<file path="src/rtl/clkstop_pkg.sv">
`timescale 1ns/1ps
package clkstop_pkg;

  typedef struct packed {
    logic t_lvl;
    logic t_oe;
    logic c_lvl;
    logic c_oe;
  } pair_drv_t;

  localparam pair_drv_t DRV_OFF       = '{t_lvl: 1'b0, t_oe: 1'b0, c_lvl: 1'b0, c_oe: 1'b0};
  localparam pair_drv_t DRV_HIGH_PARK = '{t_lvl: 1'b1, t_oe: 1'b1, c_lvl: 1'b0, c_oe: 1'b0};

endpackage

</file>
<file path="src/rtl/req_filter.sv">
`timescale 1ns/1ps
module req_filter #(
  parameter int SYNC_STAGES = 2,
  parameter int QUAL_HITS   = 2
) (
  input  logic clk,
  input  logic rst_n,
  input  logic sample_en,
  input  logic req_n,
  output logic held_n
);
  localparam int CW = $clog2(QUAL_HITS + 1);

  logic [SYNC_STAGES-1:0] sync_q;
  logic [CW-1:0]          hits_q, hits_d;
  logic                   held_d;
  logic                   synced_n;

  assign synced_n = sync_q[SYNC_STAGES-1];

  always_ff @(posedge clk or negedge rst_n) begin
    if (!rst_n) sync_q <= '1;
    else        sync_q <= {sync_q[SYNC_STAGES-2:0], req_n};
  end

  always_comb begin
    hits_d = hits_q;
    held_d = held_n;
    if (sample_en) begin
      if (synced_n == held_n) begin
        hits_d = '0;
      end else if (hits_q == CW'(QUAL_HITS - 1)) begin
        hits_d = '0;
        held_d = synced_n;
      end else begin
        hits_d = hits_q + 1'b1;
      end
    end
  end

  always_ff @(posedge clk or negedge rst_n) begin
    if (!rst_n) begin
      hits_q <= '0;
      held_n <= 1'b1;
    end else begin
      hits_q <= hits_d;
      held_n <= held_d;
    end
  end

  // the accepted value only moves on a sample that completes the run
  p_qual_window_r2: assert property (@(posedge clk) disable iff (!rst_n)
    !$stable(held_n) |-> ($past(sample_en) && $past(hits_q) == CW'(QUAL_HITS - 1)));

endmodule

</file>
<file path="src/rtl/pair_gate.sv">
`timescale 1ns/1ps
module pair_gate
  import clkstop_pkg::*;
(
  input  logic      en,
  input  logic      can_stop,
  input  logic      phase,
  input  logic      park_pd,
  input  logic      park_stop,
  input  logic      pd_tri,
  input  logic      stop_tri,
  output pair_drv_t drv
);
  always_comb begin
    if (!en)                         drv = DRV_OFF;
    else if (park_pd)                drv = pd_tri   ? DRV_OFF : DRV_HIGH_PARK;
    else if (park_stop && can_stop)  drv = stop_tri ? DRV_OFF : DRV_HIGH_PARK;
    else                             drv = '{t_lvl: phase, t_oe: 1'b1, c_lvl: ~phase, c_oe: 1'b1};
  end

  // an undriven leg never reports a high level
  always_comb begin
    a_undriven_low_r4: assert ((drv.t_oe || !drv.t_lvl) && (drv.c_oe || !drv.c_lvl));
  end

endmodule

</file>
<file path="src/rtl/clkstop_seq.sv">
`timescale 1ns/1ps
module clkstop_seq
  import clkstop_pkg::*;
#(
  parameter int N_PAIRS     = 4,
  parameter int SYNC_STAGES = 2,
  parameter int QUAL_HITS   = 2
) (
  input  logic               clk,
  input  logic               rst_n,
  input  logic               pd_req_n,
  input  logic               stop_req_n,
  input  logic               pd_tristate,
  input  logic               stop_tristate,
  input  logic [N_PAIRS-1:0] out_en,
  input  logic [N_PAIRS-1:0] stoppable,
  output logic [N_PAIRS-1:0] tru_lvl,
  output logic [N_PAIRS-1:0] tru_oe,
  output logic [N_PAIRS-1:0] cmp_lvl,
  output logic [N_PAIRS-1:0] cmp_oe
);
  logic phase_q;
  logic cmp_rise_tick, cmp_fall_tick;
  logic pd_held_n, stop_held_n;
  logic park_pd_q, park_pd_d, park_stop_q, park_stop_d;

  // next edge: phase 1->0 means complement rises, 0->1 means complement falls
  assign cmp_rise_tick = phase_q;
  assign cmp_fall_tick = ~phase_q;

  always_ff @(posedge clk or negedge rst_n) begin
    if (!rst_n) phase_q <= 1'b0;
    else        phase_q <= ~phase_q;
  end

  req_filter #(.SYNC_STAGES(SYNC_STAGES), .QUAL_HITS(QUAL_HITS)) u_pd_filt (
    .clk(clk), .rst_n(rst_n), .sample_en(cmp_rise_tick), .req_n(pd_req_n), .held_n(pd_held_n)
  );

  req_filter #(.SYNC_STAGES(SYNC_STAGES), .QUAL_HITS(QUAL_HITS)) u_stop_filt (
    .clk(clk), .rst_n(rst_n), .sample_en(cmp_rise_tick), .req_n(stop_req_n), .held_n(stop_held_n)
  );

  always_comb begin
    park_pd_d   = park_pd_q;
    park_stop_d = park_stop_q;
    if (cmp_fall_tick) begin
      park_pd_d   = ~pd_held_n;
      park_stop_d = ~stop_held_n;
    end
  end

  always_ff @(posedge clk or negedge rst_n) begin
    if (!rst_n) begin
      park_pd_q   <= 1'b0;
      park_stop_q <= 1'b0;
    end else begin
      park_pd_q   <= park_pd_d;
      park_stop_q <= park_stop_d;
    end
  end

  for (genvar i = 0; i < N_PAIRS; i++) begin : g_pair
    pair_drv_t drv;
    pair_gate u_gate (
      .en(out_en[i]), .can_stop(stoppable[i]), .phase(phase_q),
      .park_pd(park_pd_q), .park_stop(park_stop_q),
      .pd_tri(pd_tristate), .stop_tri(stop_tristate), .drv(drv)
    );
    assign tru_lvl[i] = drv.t_lvl;
    assign tru_oe[i]  = drv.t_oe;
    assign cmp_lvl[i] = drv.c_lvl;
    assign cmp_oe[i]  = drv.c_oe;

    p_freerun_r3: assert property (@(posedge clk) disable iff (!rst_n)
      (!park_pd_q && out_en[i] && !stoppable[i]) |-> (cmp_oe[i] && tru_oe[i] && (tru_lvl[i] != cmp_lvl[i])));

    p_disabled_off_r9: assert property (@(posedge clk) disable iff (!rst_n)
      !out_en[i] |-> (!tru_oe[i] && !cmp_oe[i] && !tru_lvl[i] && !cmp_lvl[i]));
  end

  p_pd_all_parked_r6: assert property (@(posedge clk) disable iff (!rst_n)
    park_pd_q |-> (cmp_oe == '0));

  p_park_clean_r11: assert property (@(posedge clk) disable iff (!rst_n)
    ($rose(park_stop_q) || $rose(park_pd_q)) |-> !$past(phase_q));

  p_resume_together_r8: assert property (@(posedge clk) disable iff (!rst_n)
    ($fell(park_stop_q) && !park_pd_q) |-> ((cmp_oe & out_en) == out_en));

endmodule

</file>
<file path="config.mk">
export PLATFORM = sky130hd
export DESIGN_NAME = clkstop_seq
export DESIGN_NICKNAME = d
export VERILOG_FILES = /design/src/rtl/clkstop_pkg.sv /design/src/rtl/req_filter.sv /design/src/rtl/pair_gate.sv /design/src/rtl/clkstop_seq.sv
export SDC_FILE = /design/constraint.sdc
export NUM_CORES = 1
export LEC_CHECK = 0
export ABC_AREA = 0
export CAP_MARGIN = 30
export CORE_UTILIZATION = 41
export CTS_CLUSTER_DIAMETER = 150
export DETAILED_ROUTE_END_ITERATION = 6
export PLACE_DENSITY = 0.77
export SLEW_MARGIN = 40
export SYNTH_ARGS = -nofsm -noshare
export SYNTH_HDL_FRONTEND = slang
export SYNTH_SLANG_ARGS = --single-unit
</file>
<file path="constraint.sdc">
create_clock -name clk -period 1.7 [get_ports clk]
set_clock_uncertainty 0.2 [all_clocks]
set_input_delay 0.34 -clock clk [delete_from_list [all_inputs] [get_ports clk]]
set_output_delay 0.34 -clock clk [all_outputs]
set_load 0.01 [all_outputs]
</file>
==> out/qor.yml, run 1 <==
setup_path:
  crit_arrival_ps: 1390
  crit_fanout: 3
  cp.required_ps: 1160
  crit_chain: "clkdlybuf4s50_1, a21bo_2, a221oi_2, buf_2"
  slowest_stage: "clkdlybuf4s50_1"
  endpoint_kind: "output port"
  cp-start-kind: "input pin"
  max_stage_delay_ps: 480
  path_class: "in2out"
placed_design:
  finalWeightedCongestion: 0.722
  io_buffers: 29
  place_area_um2: 1080
  hpwl_um: 1310
synthesis:
  syn_inst: 65
  synth_edf_count: 0
  syn_area_um2: 726
  synth_top_area_frac: 0.241
  synth_fp_nets: 79
  synth_area_leaders: "dfrtp_1, dfstp_2, a221oi_2"
  synthArstFlopShare: 1.00
  yosys.cell_types.count: 24
  yosysWarnings: 0
  yosys-top-cells-count: "dfrtp_1, dfstp_2, nand2_1, nand2b_1"
  ys_ff_latch: 13
  synth_largest_area_cell: "dfrtp_1"
  ys_seq_area_frac: 0.459
  synth_most_common_cell: "dfrtp_1"
  synthFlopType: "dfrtp_1"
  syn_avg_cell_area_um2: 11.2
drt:
  via_per_inst: 5.30
  ant_nets: 0
  totalWireLength_um: 1670
  dr.pass1.iters: 6
  drc: 0
  drt_iter0_markers: 11
  wl_per_cell_um: 13.8
  via_count: 641
pwr:
  pwr_density_cell_nw_per_um2: 1170
  switchingPower_mw: 0.446
  power_frac_clock: 0.141
  swShare: 0.352
  p_seq_frac: 0.374
  p_int_mw: 0.821
  power_frac_comb: 0.485
  vdd_drop_max_mv: 0.926
  p_leak_nw: 0.546
sta:
  timing.final.ws_setup_ps: -230
  grt_setup_unrepaired: "yes"
  hold_viol_final: 0
  finalCritPeriodShare: 1.14
  slew_headroom: 0.855
  finalSetupTns_ps: -1960
  tightest_slew_ps: 217
  min_period_ps: 1930
  fmax_ghz: 0.518
  finalSetupViolCount: 16
  slew_viol_final: 0
cts:
  cts_root_buffer: "clkbuf_4"
  clock_latency_ps: 270
  cts_hold_buffers: 0
  clock_sinks: 13
  path_clk_slew_ps: 70
  clockBufferDepth: 2
  cts_tree: "yes"
  htreeDepth: 1
  cts_buffers: 3
cells_and_area:
  nFillCells: 136
  final_nets: 120
  utilization: 0.687
  antenna_cells: 0
  stdcell_area_um2: 1080
  area_growth_pct: 49.1
  drive_gt1_frac: 0.495
floorplanning:
  die_area_um2: 1940
  io_pins: 30
  start_util: 0.460
  core_area_um2: 1580
  rows: 14
  die_w_um: 44.1
  die_h_um: 44.1
status:
  outcome: "finished with violations"
  violations: "negative setup slack"
job:
  drv_cap: 0
global_routing:
  grtUsageTotal: 0.187
  grt_max_degree: 14
  grt_pass1_wl_um: 2650
  grt_pass1_vias: 615
  overflow: 0
  antenna_found_initial: 0
min_path:
  hp-class: "in2async"
state kept, by name, indices dropped and copies added, names as in the netlist:
signal	flops
u_pd_filt.sync_q	2
u_pd_filt.hits_q	2
u_stop_filt.sync_q	2
u_stop_filt.hits_q	2
u_stop_filt.held_n	1
cmp_rise_tick	1
park_pd_q	1
u_pd_filt.held_n	1
park_stop_q	1
routing by layer:
| metal | up-vias | wire length, µm | global-route usage |
|---|---|---|---|
| li1 | 317 | - | - |
| met1 | 310 | 783 | 0.251 |
| met2 | 14 | 811 | 0.309 |
| met3 | 0 | 71 | 0.0612 |
| met4 | 0 | 0 | 0.0182 |
| met5 | - | 0 | 0 |
through the flow:
step                      total power, mW  hold WS, ps  setup slack [ps]  std cells
after CTS                            1.25          156              -226        121
after detailed placement             1.11          148              -725        116
after global placement               1.08          146              -712        116
after floorplan                     0.808         -156              98.9         65
after global routing                 1.35          162              -297        121
final                                1.27          157              -230        121
worst max-delay path, delay by kind of cell:
family / cells / cell delay (ps)
AOI/OAI and AO/OA: 2 / 400
buffers and inverters: 2 / 650
worst paths after layout:
path                                  startpoint               endpoint  slack [ps]  cells past startpoint
min in group clk           u_stop_filt.sync_q[0]  u_stop_filt.sync_q[1]         160                      0
min reg2reg                u_stop_filt.sync_q[0]  u_stop_filt.sync_q[1]         160                      0
max in group asynchronous                  rst_n       u_pd_filt.held_n         910                      2
min                                        rst_n  u_stop_filt.hits_q[1]         160                      2
max                                    out_en[0]             tru_lvl[0]        -230                      4
max reg2reg                        cmp_rise_tick       u_pd_filt.held_n         400                      3
power by group through the flow:
stage	clock network (mW)	logic, mW	registers (mW)
2_1_floorplan	0	0.339	0.468
3_3_place_gp	0	0.616	0.469
3_5_place_dp	0	0.631	0.477
4_1_cts	0.188	0.585	0.475
5_1_grt	0.197	0.667	0.486
6_report	0.179	0.614	0.474
cells in the final DEF (no fill, tap or decap), drive strengths merged:
| cell | Yosys | layout |
|---|---|---|
| a211o | 1 | 1 |
| a21bo | 3 | 3 |
| a21oi | 4 | 4 |
| a221oi | 3 | 3 |
| and2b | 1 | 1 |
| and3 | 5 | 5 |
| and3b | 5 | 5 |
| and4 | 1 | 1 |
| buf | 3 | 26 |
| clkbuf | 0 | 4 |
| clkdlybuf4s50 | 0 | 5 |
| dfrtp | 7 | 7 |
| dfstp | 6 | 6 |
| dlygate4sd2 | 0 | 8 |
| inv | 1 | 1 |
| mux2 | 2 | 2 |
| nand2 | 6 | 6 |
| nand2b | 6 | 6 |
| nand3b | 2 | 2 |
| nand4b | 1 | 1 |
| nor2 | 1 | 1 |
| o21ai | 3 | 3 |
| o2bb2ai | 2 | 2 |
| xnor2 | 2 | 2 |
kinds of logic (layout without fill, tap and decap cells):
logic type / after synthesis / after routing / share of synthesized area
xor gates and xnor gates: 2 / 2 / 0.0241
muxes: 2 / 2 / 0.0310
DFF: 13 / 13 / 0.459
and+or+nand+nor: 28 / 28 / 0.259
AOI/OAI and AO/OA: 16 / 16 / 0.190
buffers and inverters: 4 / 44 / 0.0379
cell type report:
cell class,count,area (µm²),share of cell area
well taps,16,20.0,0.0185
repair buffers,39,289,0.267
clock buffers,4,26.3,0.0243
inverters,1,3.75,0.00347
multi-input cells,48,410,0.379
flip-flops and latches,13,333,0.308
what timing repair did:
item	in CTS	in global routing
setup endpoints to repair	16	16
pin swaps	11	5
setup buffers	1	0
gates cloned	0	0
resized for setup	79	8
No activity file was read; power rests on OpenSTA's default activity.
==> run 2, diff against run 1 <==
--- a/config.mk
+++ b/config.mk
@@ -6,11 +6,13 @@
 export NUM_CORES = 1
 export LEC_CHECK = 0
 export ABC_AREA = 0
-export CAP_MARGIN = 30
-export CORE_UTILIZATION = 41
+export CELL_PAD_IN_SITES_DETAIL_PLACEMENT = 2
+export CELL_PAD_IN_SITES_GLOBAL_PLACEMENT = 2
+export CORE_UTILIZATION = 25
 export CTS_CLUSTER_DIAMETER = 150
 export DETAILED_ROUTE_END_ITERATION = 6
-export PLACE_DENSITY = 0.77
+export PLACE_DENSITY_LB_ADDON = 0.1
+export RECOVER_POWER = 25
 export SLEW_MARGIN = 40
 export SYNTH_ARGS = -nofsm -noshare
 export SYNTH_HDL_FRONTEND = slang
==> out/qor.yml, run 2 (same netlist as run 1, synthesis figures left out) <==
global_routing:
  grt_pass1_wl_um: 3950  # +49%
  grt_max_degree: 14  # unchanged
  grtUsageTotal: 0.165  # -0.0219
  overflow: 0  # unchanged
  grt_pass1_vias: 801  # +30%
  antenna_found_initial: 0  # unchanged
cells_and_area:
  seqCellArea_um2: 335  # +0.75%
  instances_no_fill: 147  # +21%
  drive_gt1_frac: 0.595  # +0.0996
  antenna_cells: 0  # unchanged
  area_growth_pct: 73.8
  multi_input_area_um2: 427  # +4.0%
  final_cell_mix: "buf_6, buf_2, buf_4"
  layout_commonest_cell: "buf_6"
  utilization: 0.457  # -0.229
  nFillCells: 301  # +120%
  final_nets: 131  # +9.2%
min_path:
  hold_path.startpoint: "u_pd_filt.sync_q[0]"
  min_to: "u_pd_filt.sync_q[1]"
  holdPathStages: 0
  hp-class: "reg2reg"
floorplanning:
  core_area_um2: 2760  # +75%
  start_util: 0.263  # -0.197
  rows: 19  # +5
  io_pins: 30  # unchanged
  die_h_um: 55.9  # +27%
  die_area_um2: 3120  # +61%
  die_w_um: 55.9  # +27%
setup_path:
  reg2reg_to: "u_pd_filt.held_n"
  reg2reg_slack_ps: 370  # -30 ps
  cp-start-kind: "flop"
  endpoint_kind: "output port"
  crit_arrival_ps: 1540  # +150 ps
  critPathLaunch: "park_stop_q"
  worstReg2RegStart: "cmp_rise_tick"
  cp.required_ps: 1160  # about the same
  path_class: "reg2out"
  ff2ff_path_depth: 3  # unchanged
  crit_fanout: 5  # +2
sta:
  timing.final.ws_setup_ps: -377  # -148 ps
  tightest_slew_ps: 700  # +483 ps
  finalCritPeriodShare: 1.22  # +0.0868
  fmax_ghz: 0.481  # -7.1%
  min_period_ps: 2080  # +148 ps
  finalSetupViolCount: 16  # unchanged
  slew_headroom: 0.533  # -0.322
  hold_viol_final: 0  # unchanged
  grt_setup_unrepaired: "yes"
  holdWs_ps: 161  # +4.17 ps
  slew_viol_final: 0  # unchanged
placed_design:
  place_ws_ps: -772  # -47.8 ps
  hpwl_um: 1610  # +23%
  finalWeightedCongestion: 0.762  # +5.5%
  post-place-cells: 135  # +16%
  io_buffers: 29  # unchanged
drt:
  wl_per_cell_um: 17.1  # +24%
  drt_iter0_markers: 9  # -2
  totalWireLength_um: 2510  # +51%
  drc: 0  # unchanged
  via_count: 710  # +11%
  dr.pass1.iters: 4  # -2
  ant_nets: 0  # unchanged
  via_per_inst: 4.83  # -8.8%
cts:
  cts_tree: "yes"
  clock_sinks: 13  # unchanged
  htreeDepth: 1  # unchanged
  cts_buffers: 3  # unchanged
  cts_root_buffer: "clkbuf_4"
  clock_latency_ps: 270  # about the same
  path_clk_slew_ps: 80  # about the same
  clockBufferDepth: 2  # unchanged
pwr:
  pwr_density_cell_nw_per_um2: 1180  # +0.63%
  p_leak_nw: 0.598  # +9.5%
  vdd_drop_max_mv: 0.688  # -26%
  p_total_mw: 1.49  # +17%
status:
  violations: "negative setup slack"
  outcome: "finished with violations"
job:
  drv_cap: 0  # unchanged
run 2: cell count changes in the layout (fill, tap and decap cells not counted), moves of 3 or more:
cell | before | now
and3_1 | 4 | 1
dlygate4sd2_1 | 8 | 5
and3_4 | 1 | 4
buf_6 | 3 | 14
run 2: power by group:
group | leakage, nW | switching [mW] | internal [mW] | total (mW)
combinational | 0.436 | 0.343 | 0.461 | 0.804
clock | 0.0150 | 0.0949 | 0.0909 | 0.186
sequential | 0.147 | 0.0829 | 0.413 | 0.496
run 2: how the worst max path moves through the flow:
stage	to	slack, ps	cells past startpoint
after CTS	tru_lvl[0]	-380	4
after global placement	tru_lvl[0]	-720	4
final	tru_lvl[0]	-380	4
after global routing	tru_lvl[0]	-450	4
after floorplan	tru_lvl[0]	100	3
after detailed placement	tru_lvl[0]	-770	4
run 2: layout make-up:
| type | count | share of cell area |
|---|---|---|
| Timing Repair Buffer | 50 | 0.341 |
| Multi-Input combinational cell | 48 | 0.338 |
| Sequential cell | 13 | 0.266 |
| Tap cell | 31 | 0.0308 |
| Clock buffer | 4 | 0.0208 |
| Inverter | 1 | 0.00298 |
run 2: through the flow:
stage	area, µm²	TNS, ps
3_3_place_gp	1130	-9050
2_1_floorplan	726	0
3_5_place_dp	1130	-9370
6_report	1260	-3830
4_1_cts	1240	-3890
5_1_grt	1260	-5070
run 2: what timing repair did:
item / in CTS / in global routing
endpoints found under the hold margin: 0 / 0
gates resized for setup: 94 / 8
endpoints found under the setup margin: 16 / 16
pin swaps: 16 / 3
setup buffers: 9 / 2
hold buffers: 0 / 0
run 2: worst max-delay path, stage by stage, from the launching register on:
cell,delay (ps)
dfrtp_2,440
and3b_2,240
buf_12,140
a221oi_2,270
buf_2,170
run 2: per-layer routing:
| metal | GRT usage | vias to the layer above | wire length [µm] | share of wire |
|---|---|---|---|---|
| met2 | 0.289 | 23 | 1290 | 0.51 |
| met4 | 0.0627 | 0 | 37 | 0.015 |
| met3 | 0.0279 | 4 | 105 | 0.042 |
| met1 | 0.203 | 345 | 1070 | 0.43 |
| met5 | 0 | - | 0 | 0 |
| li1 | - | 338 | - | - |
==> run 3, diff against run 2 <==
--- a/config.mk
+++ b/config.mk
@@ -16,4 +16,5 @@
 export SLEW_MARGIN = 40
 export SYNTH_ARGS = -nofsm -noshare
 export SYNTH_HDL_FRONTEND = slang
+export SYNTH_HIERARCHICAL = 1
 export SYNTH_SLANG_ARGS = --single-unit
==> out/qor.yml, run 3 <==
synthesis:
  synth_fp_nets: 82  # +3.8%
  synth_most_common_cell: "dfrtp_1"
  yosysWarnings: 6  # +6
  synthArstFlopShare: 1.00  # unchanged
  syn_avg_cell_area_um2: 11.2  # +0.53%
  synth_top_area_frac: 0.230  # -0.0119
  synth_largest_area_cell: "dfrtp_1"
  ys_seq_area_frac: 0.436  # -0.0226
  syn_area_um2: 763  # +5.2%
  synthFlopType: "dfrtp_1"
  syn_inst: 68  # +4.6%
  yosys-top-cells-count: "dfrtp_1, dfstp_2, nand2_1"
  yosys.cell_types.count: 20  # -17%
  synth_edf_count: 0  # unchanged
  ys_ff_latch: 13  # unchanged
  synth_area_leaders: "dfrtp_1, dfstp_2, nor4b_2"
drt:
  drt-met1-wl_um: 897  # -16%
  drc: 5  # +5
  via_per_inst: 5.17  # +7.0%
  drt_iter0_markers: 36  # +27
  via_count: 734  # +3.4%
  dr.max_layer_used: "met3"
  wl_per_cell_um: 16.2  # -5.2%
  ant_nets: 0  # unchanged
  met2_length_um: 1300  # +0.85%
  wl_met3_um: 96  # -8.6%
  dr.pass1.iters: 7  # +3
  totalWireLength_um: 2300  # -8.4%
setup_path:
  path_class: "reg2out"
  worstReg2RegStart: "cmp_rise_tick"
  crit_arrival_ps: 1400  # -140 ps
  endpoint_kind: "output port"
  crit_fanout: 6  # +1
  ff2ff_path_depth: 3  # unchanged
  reg2reg_to: "u_pd_filt/held_n"
  slowest_stage: "dfrtp_2"
  cp_num_buf_inv: 2  # unchanged
  max_stage_delay_ps: 420  # -20 ps
  reg2reg_slack_ps: 260  # -110 ps
  cp.required_ps: 1160  # about the same
  crit_family: "compound AO/OA/AOI/OAI gates"
  cp-start-kind: "flop"
  crit_chain: "buf_6, a211o_1, o2111a_1, buf_2"
global_routing:
  grt_max_degree: 14  # unchanged
  grt_pass1_vias: 798  # -0.37%
  grt_pass1_wl_um: 3670  # -7.0%
  antenna_found_initial: 0  # unchanged
  grtUsageTotal: 0.144  # -0.0212
  overflow: 0  # unchanged
min_path:
  min_to: "u_stop_filt/sync_q[1]"
  hold_path.startpoint: "u_stop_filt/sync_q[0]"
  hp-class: "reg2reg"
  holdPathStages: 0  # unchanged
cts:
  clockBufferDepth: 2  # unchanged
  cts_buffers: 3  # unchanged
  cts_root_buffer: "clkbuf_4"
  cts_tree: "yes"
  clock_latency_ps: 260  # about the same
  clock_sinks: 13  # unchanged
  path_clk_slew_ps: 80  # about the same
  htreeDepth: 1  # unchanged
placed_design:
  place_ws_ps: -613  # +159 ps
  finalWeightedCongestion: 0.653  # -14%
  io_buffers: 29  # unchanged
  place_area_um2: 1130  # -0.11%
  hpwl_um: 1450  # -10%
sta:
  slew_headroom: 0.552  # +0.0191
  timing.final.ws_setup_ps: -240  # +137 ps
  min_period_ps: 1940  # -137 ps
  grt_setup_unrepaired: "yes"
  slew_viol_final: 0  # unchanged
  hold_viol_final: 0  # unchanged
  finalSetupViolCount: 16  # unchanged
  finalSetupTns_ps: -3250  # +581 ps
  tightest_slew_ps: 671  # -28.7 ps
  finalCritPeriodShare: 1.14  # -0.0809
  fmax_ghz: 0.515  # +7.1%
cells_and_area:
  antenna_cells: 0  # unchanged
  drive_gt1_frac: 0.495  # -0.0993
  final_cell_mix: "buf_2, clkdlybuf4s50_1, dfstp_2"
  final_nets: 126  # -3.8%
  stdcell_area_um2: 1290  # +2.3%
  utilization: 0.456  # -0.00136
  area_growth_pct: 69.0
  layout_commonest_cell: "buf_2"
floorplanning:
  die_h_um: 57.3  # +2.5%
  start_util: 0.270  # +0.00663
  core_area_um2: 2830  # +2.6%
  die_area_um2: 3280  # +5.0%
  io_pins: 30  # unchanged
  die_w_um: 57.3  # +2.5%
  rows: 19  # unchanged
pwr:
  pwr_density_cell_nw_per_um2: 1360  # +16%
  vdd_drop_max_mv: 0.539  # -22%
  p_total_mw: 1.76  # +18%
  p_leak_nw: 0.578  # -3.3%
status:
  violations: "design-rule violations, negative setup slack"
  outcome: "finished with violations"
job:
  drv_cap: 0  # unchanged
## run 3: changes by cell type after synthesis, sizes merged, moves of 4 or more
cell    previous run  this run
and2               0         4
and3               5         0
and3b              5         0
nand3              0         4
nor3b              0         4
nor4b              0         4
o2111a             0         4
o211a              0         4
## run 3: logic make-up after synthesis
group           after synthesis  share of synthesized area
simple gates                 30                      0.282
compound gates               18                      0.205
flops                        13                      0.436
buf+inv                       3                     0.0148
xor+xnor                      2                     0.0230
mux                           2                     0.0393
## run 3: layout make-up
class,instances,area [µm²]
tap,31,38.8
sequential,13,337
multi-input combinational,52,489
clock buffer,4,26.3
fill,308,1540
timing repair buffer,39,388
inverter,3,11.3
## run 3: worst max-delay path by stage
stage	start	endpoint	slack [ps]	cells past startpoint
floorplan	park_pd_q	tru_lvl[0]	50	2
global placement	stop_tristate	tru_lvl[3]	-590	4
detailed placement	stoppable[3]	cmp_oe[3]	-610	4
CTS	park_stop_q	cmp_lvl[3]	-250	4
global route	park_pd_q	tru_lvl[1]	-300	5
finish	park_stop_q	tru_lvl[1]	-240	4
## run 3: report_power, final
part,switching (mW),internal (mW)
Sequential,0.0828,0.413
Combinational,0.457,0.621
Clock,0.0922,0.0907
Total,0.632,1.12
## run 3: per-stage QoR
| step | instances | hold WS, ps |
|---|---|---|
| after floorplan | 68 | -156 |
| after global placement | 131 | 146 |
| after detailed placement | 131 | 147 |
| after CTS | 141 | 158 |
| after global routing | 142 | 161 |
| final | 142 | 158 |
## run 3: worst register-to-register path: stages (launching register included)
cell and delay (ps):
dfrtp_2 510, buf_4 230, nand3b_1 120, mux2_4 310
## run 3: metal layers
| metal | up-vias | track usage |
|---|---|---|
| li1 | 344 | - |
| met1 | 371 | 0.175 |
| met2 | 19 | 0.267 |
| met3 | 0 | 0.0159 |
| met4 | 0 | 0.0418 |
| met5 | - | 0 |
## run 3: timing repair
| item | CTS | global route |
|---|---|---|
| hold buffers | 0 | 0 |
| pin swaps | 10 | 11 |
| setup buffers | 4 | 0 |
| endpoints found under the setup margin | 16 | 16 |
| gates resized for setup | 85 | 10 |
| cloned | 2 | 1 |
